## config.mk

```make
export PLATFORM = sky130hd
export DESIGN_NAME = bscan_pin_ring
export DESIGN_NICKNAME = d
export VERILOG_FILES = /design/src/rtl/bsr_pkg.sv /design/src/rtl/bsr_shift_chain.sv /design/src/rtl/bsr_bypass.sv /design/src/rtl/bsr_mode_ctl.sv /design/src/rtl/bsr_out_mux.sv /design/src/rtl/bscan_pin_ring.sv
export SDC_FILE = /design/constraint.sdc
export NUM_CORES = 1
export LEC_CHECK = 0
export ABC_AREA = 1
export CORE_MARGIN = 3
export CORE_UTILIZATION = 55
export CTS_BUF_LIST = sky130_fd_sc_hd__clkbuf_2
export DETAILED_ROUTE_END_ITERATION = 6
export DONT_BUFFER_PORTS = 1
export GPL_ROUTABILITY_DRIVEN = 0
export GPL_TIMING_DRIVEN = 1
export PLACE_DENSITY = 0.7
export SLEW_MARGIN = 40
export SYNTH_ARGS = -nofsm -noshare
export SYNTH_HDL_FRONTEND = slang
export SYNTH_SLANG_ARGS = --single-unit
```

## constraint.sdc

```tcl
create_clock -name clk -period 1.3 [get_ports clk]
set_input_delay 0.26 -clock clk [delete_from_list [all_inputs] [get_ports clk]]
set_output_delay 0.26 -clock clk [all_outputs]
set_load 0.05 [all_outputs]
```

## src/rtl/bsr_pkg.sv

```systemverilog
// Package: sizes and stage positions of the pin boundary-scan ring.
// Assumes output index k and input index j follow the brief's numbering.
package bsr_pkg;
    localparam int NUM_OUT   = 11;
    localparam int NUM_IN    = 3;
    localparam int CHAIN_LEN = 2 * NUM_OUT + NUM_IN;

    typedef enum logic [1:0] {
        SRC_CORE  = 2'd0,
        SRC_LATCH = 2'd1,
        SRC_FLOAT = 2'd2
    } pad_src_e;

    // Stage holding the value of output k
    function automatic int unsigned val_pos(input int k);
        case (k)
            0: return 4;   1: return 6;   2: return 2;   3: return 8;
            4: return 24;  5: return 10;  6: return 17;  7: return 14;
            8: return 12;  9: return 22;  10: return 19;
            default: return 0;
        endcase
    endfunction

    // Stage holding the drive enable of output k
    function automatic int unsigned en_pos(input int k);
        case (k)
            0: return 3;   1: return 5;   2: return 1;   3: return 7;
            4: return 23;  5: return 9;   6: return 16;  7: return 13;
            8: return 11;  9: return 21;  10: return 18;
            default: return 0;
        endcase
    endfunction

    // Stage observing input j
    function automatic int unsigned in_pos(input int j);
        case (j)
            0: return 0;   1: return 15;  2: return 20;
            default: return 0;
        endcase
    endfunction
endpackage

```

## src/rtl/bsr_shift_chain.sv

```systemverilog
// Shift chain with a separate update latch bank.
// Capture and shift act only when sel is high; the latches load only on
// update while sel is high. Stage LEN-1 is next to TDI, stage 0 drives TDO.
module bsr_shift_chain #(
    parameter int LEN = 25
) (
    input  logic           clk,
    input  logic           rst_n,
    input  logic           sel,
    input  logic           capture,
    input  logic           shift,
    input  logic           update,
    input  logic           tdi,
    input  logic [LEN-1:0] cap_vec,
    output logic [LEN-1:0] shift_q,
    output logic [LEN-1:0] upd_q
);
    // Capture/shift stages
    always_ff @(posedge clk) begin
        if (!rst_n)
            shift_q <= '0;
        else if (sel && capture)
            shift_q <= cap_vec;
        else if (sel && shift)
            shift_q <= {tdi, shift_q[LEN-1:1]};
    end

    // Update latches, loaded only by the update strobe
    always_ff @(posedge clk) begin
        if (!rst_n)
            upd_q <= '0;
        else if (sel && update)
            upd_q <= shift_q;
    end
endmodule

```

## src/rtl/bsr_bypass.sv

```systemverilog
// One-bit bypass stage used when the ring is not the selected path.
// Assumes the controller only strobes it while it is the selected path.
module bsr_bypass (
    input  logic clk,
    input  logic rst_n,
    input  logic capture,
    input  logic shift,
    input  logic tdi,
    output logic q
);
    // Capture a zero, shift TDI
    always_ff @(posedge clk) begin
        if (!rst_n)
            q <= 1'b0;
        else if (capture)
            q <= 1'b0;
        else if (shift)
            q <= tdi;
    end
endmodule

```

## src/rtl/bsr_mode_ctl.sv

```systemverilog
// Chooses where the pads take their value and enable from.
// Assumes at most one instruction flag is high at a time.
module bsr_mode_ctl
    import bsr_pkg::*;
(
    input  logic     ir_extest,
    input  logic     ir_sample,
    input  logic     ir_clamp,
    input  logic     ir_highz,
    input  logic     isp_mode,
    input  logic     isp_float,
    output pad_src_e pad_src,
    output logic     chain_sel
);
    // Floating has priority, then latched, then core
    always_comb begin
        if (ir_highz || (isp_mode && isp_float))
            pad_src = SRC_FLOAT;
        else if (isp_mode || ir_extest || ir_clamp)
            pad_src = SRC_LATCH;
        else
            pad_src = SRC_CORE;
    end

    // The ring is the scan path for external test and sample only
    always_comb chain_sel = ir_extest || ir_sample;
endmodule

```

## src/rtl/bsr_out_mux.sv

```systemverilog
// Per-pin output multiplexer between the core and the update latches.
// Assumes enable 1 means the pad drives.
module bsr_out_mux
    import bsr_pkg::*;
#(
    parameter int N = 11
) (
    input  pad_src_e     pad_src,
    input  logic [N-1:0] core_val,
    input  logic [N-1:0] core_oe,
    input  logic [N-1:0] lat_val,
    input  logic [N-1:0] lat_oe,
    output logic [N-1:0] pad_val,
    output logic [N-1:0] pad_oe
);
    for (genvar k = 0; k < N; k++) begin : g_pin
        // Select the value and enable of one pad
        always_comb begin
            case (pad_src)
                SRC_LATCH: begin
                    pad_val[k] = lat_val[k];
                    pad_oe[k]  = lat_oe[k];
                end
                SRC_FLOAT: begin
                    pad_val[k] = core_val[k];
                    pad_oe[k]  = 1'b0;
                end
                default: begin
                    pad_val[k] = core_val[k];
                    pad_oe[k]  = core_oe[k];
                end
            endcase
        end
    end
endmodule

```

## src/rtl/bscan_pin_ring.sv

```systemverilog
// Top of the pin boundary-scan ring: builds the capture word from the
// position table, runs the chain and bypass, and drives the pads.
// Assumes all strobes and flags come from one controller on clk.
module bscan_pin_ring
    import bsr_pkg::*;
(
    input  logic               clk,
    input  logic               rst_n,
    input  logic               capture_dr,
    input  logic               shift_dr,
    input  logic               update_dr,
    input  logic               ir_extest,
    input  logic               ir_sample,
    input  logic               ir_clamp,
    input  logic               ir_highz,
    input  logic               isp_mode,
    input  logic               isp_float,
    input  logic               tdi,
    output logic               tdo,
    input  logic [NUM_OUT-1:0] core_val,
    input  logic [NUM_OUT-1:0] core_oe,
    input  logic [NUM_IN-1:0]  pin_in,
    output logic [NUM_OUT-1:0] pad_val,
    output logic [NUM_OUT-1:0] pad_oe
);
    logic [CHAIN_LEN-1:0] cap_vec;
    logic [CHAIN_LEN-1:0] shift_q;
    logic [CHAIN_LEN-1:0] upd_q;
    logic [NUM_OUT-1:0]   lat_val;
    logic [NUM_OUT-1:0]   lat_oe;
    logic                 byp_q;
    logic                 chain_sel;
    pad_src_e             pad_src;

    // Place core outputs, enables and input levels at their stages
    always_comb begin
        cap_vec = '0;
        for (int k = 0; k < NUM_OUT; k++) begin
            cap_vec[val_pos(k)] = core_val[k];
            cap_vec[en_pos(k)]  = core_oe[k];
        end
        for (int j = 0; j < NUM_IN; j++)
            cap_vec[in_pos(j)] = pin_in[j];
    end

    // Pull each pin's latched value and enable out of the latch bank
    always_comb begin
        for (int k = 0; k < NUM_OUT; k++) begin
            lat_val[k] = upd_q[val_pos(k)];
            lat_oe[k]  = upd_q[en_pos(k)];
        end
    end

    bsr_mode_ctl i_mode (
        .ir_extest (ir_extest),
        .ir_sample (ir_sample),
        .ir_clamp  (ir_clamp),
        .ir_highz  (ir_highz),
        .isp_mode  (isp_mode),
        .isp_float (isp_float),
        .pad_src   (pad_src),
        .chain_sel (chain_sel)
    );

    bsr_shift_chain #(.LEN(CHAIN_LEN)) i_chain (
        .clk     (clk),
        .rst_n   (rst_n),
        .sel     (chain_sel),
        .capture (capture_dr),
        .shift   (shift_dr),
        .update  (update_dr),
        .tdi     (tdi),
        .cap_vec (cap_vec),
        .shift_q (shift_q),
        .upd_q   (upd_q)
    );

    bsr_bypass i_byp (
        .clk     (clk),
        .rst_n   (rst_n),
        .capture (capture_dr && !chain_sel),
        .shift   (shift_dr && !chain_sel),
        .tdi     (tdi),
        .q       (byp_q)
    );

    bsr_out_mux #(.N(NUM_OUT)) i_mux (
        .pad_src  (pad_src),
        .core_val (core_val),
        .core_oe  (core_oe),
        .lat_val  (lat_val),
        .lat_oe   (lat_oe),
        .pad_val  (pad_val),
        .pad_oe   (pad_oe)
    );

    // Scan output: ring stage 0 or bypass
    always_comb tdo = chain_sel ? shift_q[0] : byp_q;
endmodule

```

==> impl_metrics.ini <==
[outcome]
status = finished with violations
violations = setup timing

[floorplan]
initial_core_util = 0.597
die_w_um = 76.4
die_h_um = 76.4
rows = 24
design.core.area_um2 = 4560
num_io_pins = 60
die_area_um2 = 5840

[grt]
grt_max_degree = 52
grt_pass1_wl_mm = 11.6
grt_use_total = 0.239
grt_pass1_vias = 2473
grt_overflow = 0
grt_most_used_layer = met2
grtUsageMet2 = 0.423
antenna_found_initial = 0
met3_usage = 0.0414
grtUsageMet1 = 0.304

[pwr]
p_leak_nw = 1.51
ir_worst_vdd_uv = 939
powerDensity_nw_per_um2 = 1140

[clock_network]
cts_buffers = 5
cts_tree = built
cts_sinks = 48
root_buffer = clkbuf_2
htreeDepth = 2
clockBufferDepth = 2
cts.reportedPaths.clkPinSlew_ns = 0.26
clock_latency_ns = 0.42

[synthesis]
yosys.area.top_type = dfxtp_1
syn_area_um2 = 2730
syn_area_per_cell_um2 = 6.27
synth_cells = 435
synth-warning-count = 0
synth.lib_cells_used.distinct = 19
netlist_top_cells_area = dfxtp_1, nand3_1, nand2_1
synth_seq_area_share = 0.352
synth_top_area_frac = 0.352
syn_nets = 472
synth-seq-cells = 48

[finish]
fin_util = 0.686
fin_cells = 493
syn2layout_area_growth_pct = 14.9
final_common_cell = nand3_1
mostFrequentLayoutCells = nand3_1, nand2_1, nor2_1
multi_input_comb_area_um2 = 1540
stdcell_area_um2 = 3130
fin_nets = 464
final-seq-area_um2 = 991
n_fill_cell = 427
antennaDiodeCount = 0
drive_above_1_share = 0.213

[timing]
min_period_ns = 1.36
worst_pin_slew_ns = 0.299
min_period_over_period = 1.05
finClkSkew_ns = 0.0165
rsz0062_at_grt = true
slew_headroom = 0.800
final.setup.worst_slack_ns = -0.0624
finalMaxSlewViolations = 0
max_freq_mhz = 734
final-setup-viol-count = 22
report.final.hold_viol_count = 0

[place]
hpwl_mm = 4.03
placed_cell_area_um2 = 2760
dp_cells = 481
portBuffers = 0

[min_path]
min_path_type = in -> reg

[routing]
vias_per_cell = 5.16
drc = 0
routedWlPerCell_um = 13.4
ant_nets = 0
vias = 2542
dr.pass1.iters = 4
drt-initial-drc-count = 138
wirelength_mm = 6.61

[worst_setup_path]
critPathLaunchType = register
crit_fanout = 2
crit_arrival_ns = 1.10
required_ns = 1.04
critPathKind = reg -> out
end_kind = primary output

[flow_run]
maxCapViolations = 0
## area by class of cell
class | count | area share
sequential | 48 | 0.316
inverter | 57 | 0.0691
multi-input combinational | 298 | 0.492
tap | 65 | 0.0260
clock buffer | 5 | 0.00799
clock inverter | 3 | 0.0288
timing repair buffer | 17 | 0.0595
## cells by family after synthesis
family                 synth area share
AOI/OAI and AO/OA                0.0491
buffers and inverters             0.167
DFF                               0.352
and+or+nand+nor                   0.432
## registers in the layout, summed over array words and instances, names as in the netlist
signal / flops
i_chain.upd_q: 22
i_byp.q: 1
i_chain.shift_q: 25
## critical path: stages (launching register included)
cell     delay (ns)
dfxtp_2        0.38
nand3_1        0.09
nand2_2        0.09
buf_12         0.13
## power breakdown
group | total (mW) | switching [mW] | internal [mW]
clock | 1.20 | 0.487 | 0.709
combinational | 0.732 | 0.504 | 0.227
sequential | 1.64 | 0.0614 | 1.58
## final timing paths
path | from | end | slack [ns] | cells past startpoint
worst min register to register | i_byp.q | i_byp.q | 0.50 | 2
worst max register to register | i_chain.shift_q[23] | i_chain.shift_q[22] | 0.42 | 6
worst max-delay path | i_chain.upd_q[3] | pad_oe[0] | -0.06 | 3
worst min-delay path | core_oe[5] | i_chain.shift_q[9] | 0.04 | 4
## synthesized netlist by cell type
master	n
a21oi_1	1
a21oi_2	1
buf_12	1
buf_2	12
buf_4	3
buf_6	10
clkbuf_1	6
dfxtp_1	48
inv_1	54
inv_2	2
inv_4	1
nand2_1	99
nand2_2	1
nand2_4	2
nand2_8	1
nand3_1	98
nor2_1	71
o21ai_0	11
o21ai_1	13
## routing by layer
layer	share of wire	vias to the layer above
li1	-	1331
met1	0.44	1131
met2	0.49	78
met3	0.060	2
met4	0.0029	0
met5	0	-
## what timing repair did
| action | 4_1_cts | 5_1_grt |
|---|---|---|
| endpoints found under the setup margin | 23 | 23 |
| gates resized for setup | 56 | 5 |
| hold buffers | 3 | 0 |
| hold endpoints to repair | 48 | 0 |
| pin swaps | 24 | 5 |
| buffers inserted | 1 | 0 |
## stage by stage
stage	setup WS, ns	total power [mW]	setup TNS (ns)	hold slack, ns
2_1_floorplan	0.00849	2.28	0	0.423
3_3_place_gp	-0.00000477	2.29	-0.00000477	0.364
3_5_place_dp	-0.0476	2.30	-0.348	0.368
4_1_cts	-0.0866	3.58	-1.32	0.0240
5_1_grt	-0.170	3.75	-3.08	0.00858
6_report	-0.0624	3.57	-0.964	0.0436
(Power assumes the default switching activity.)
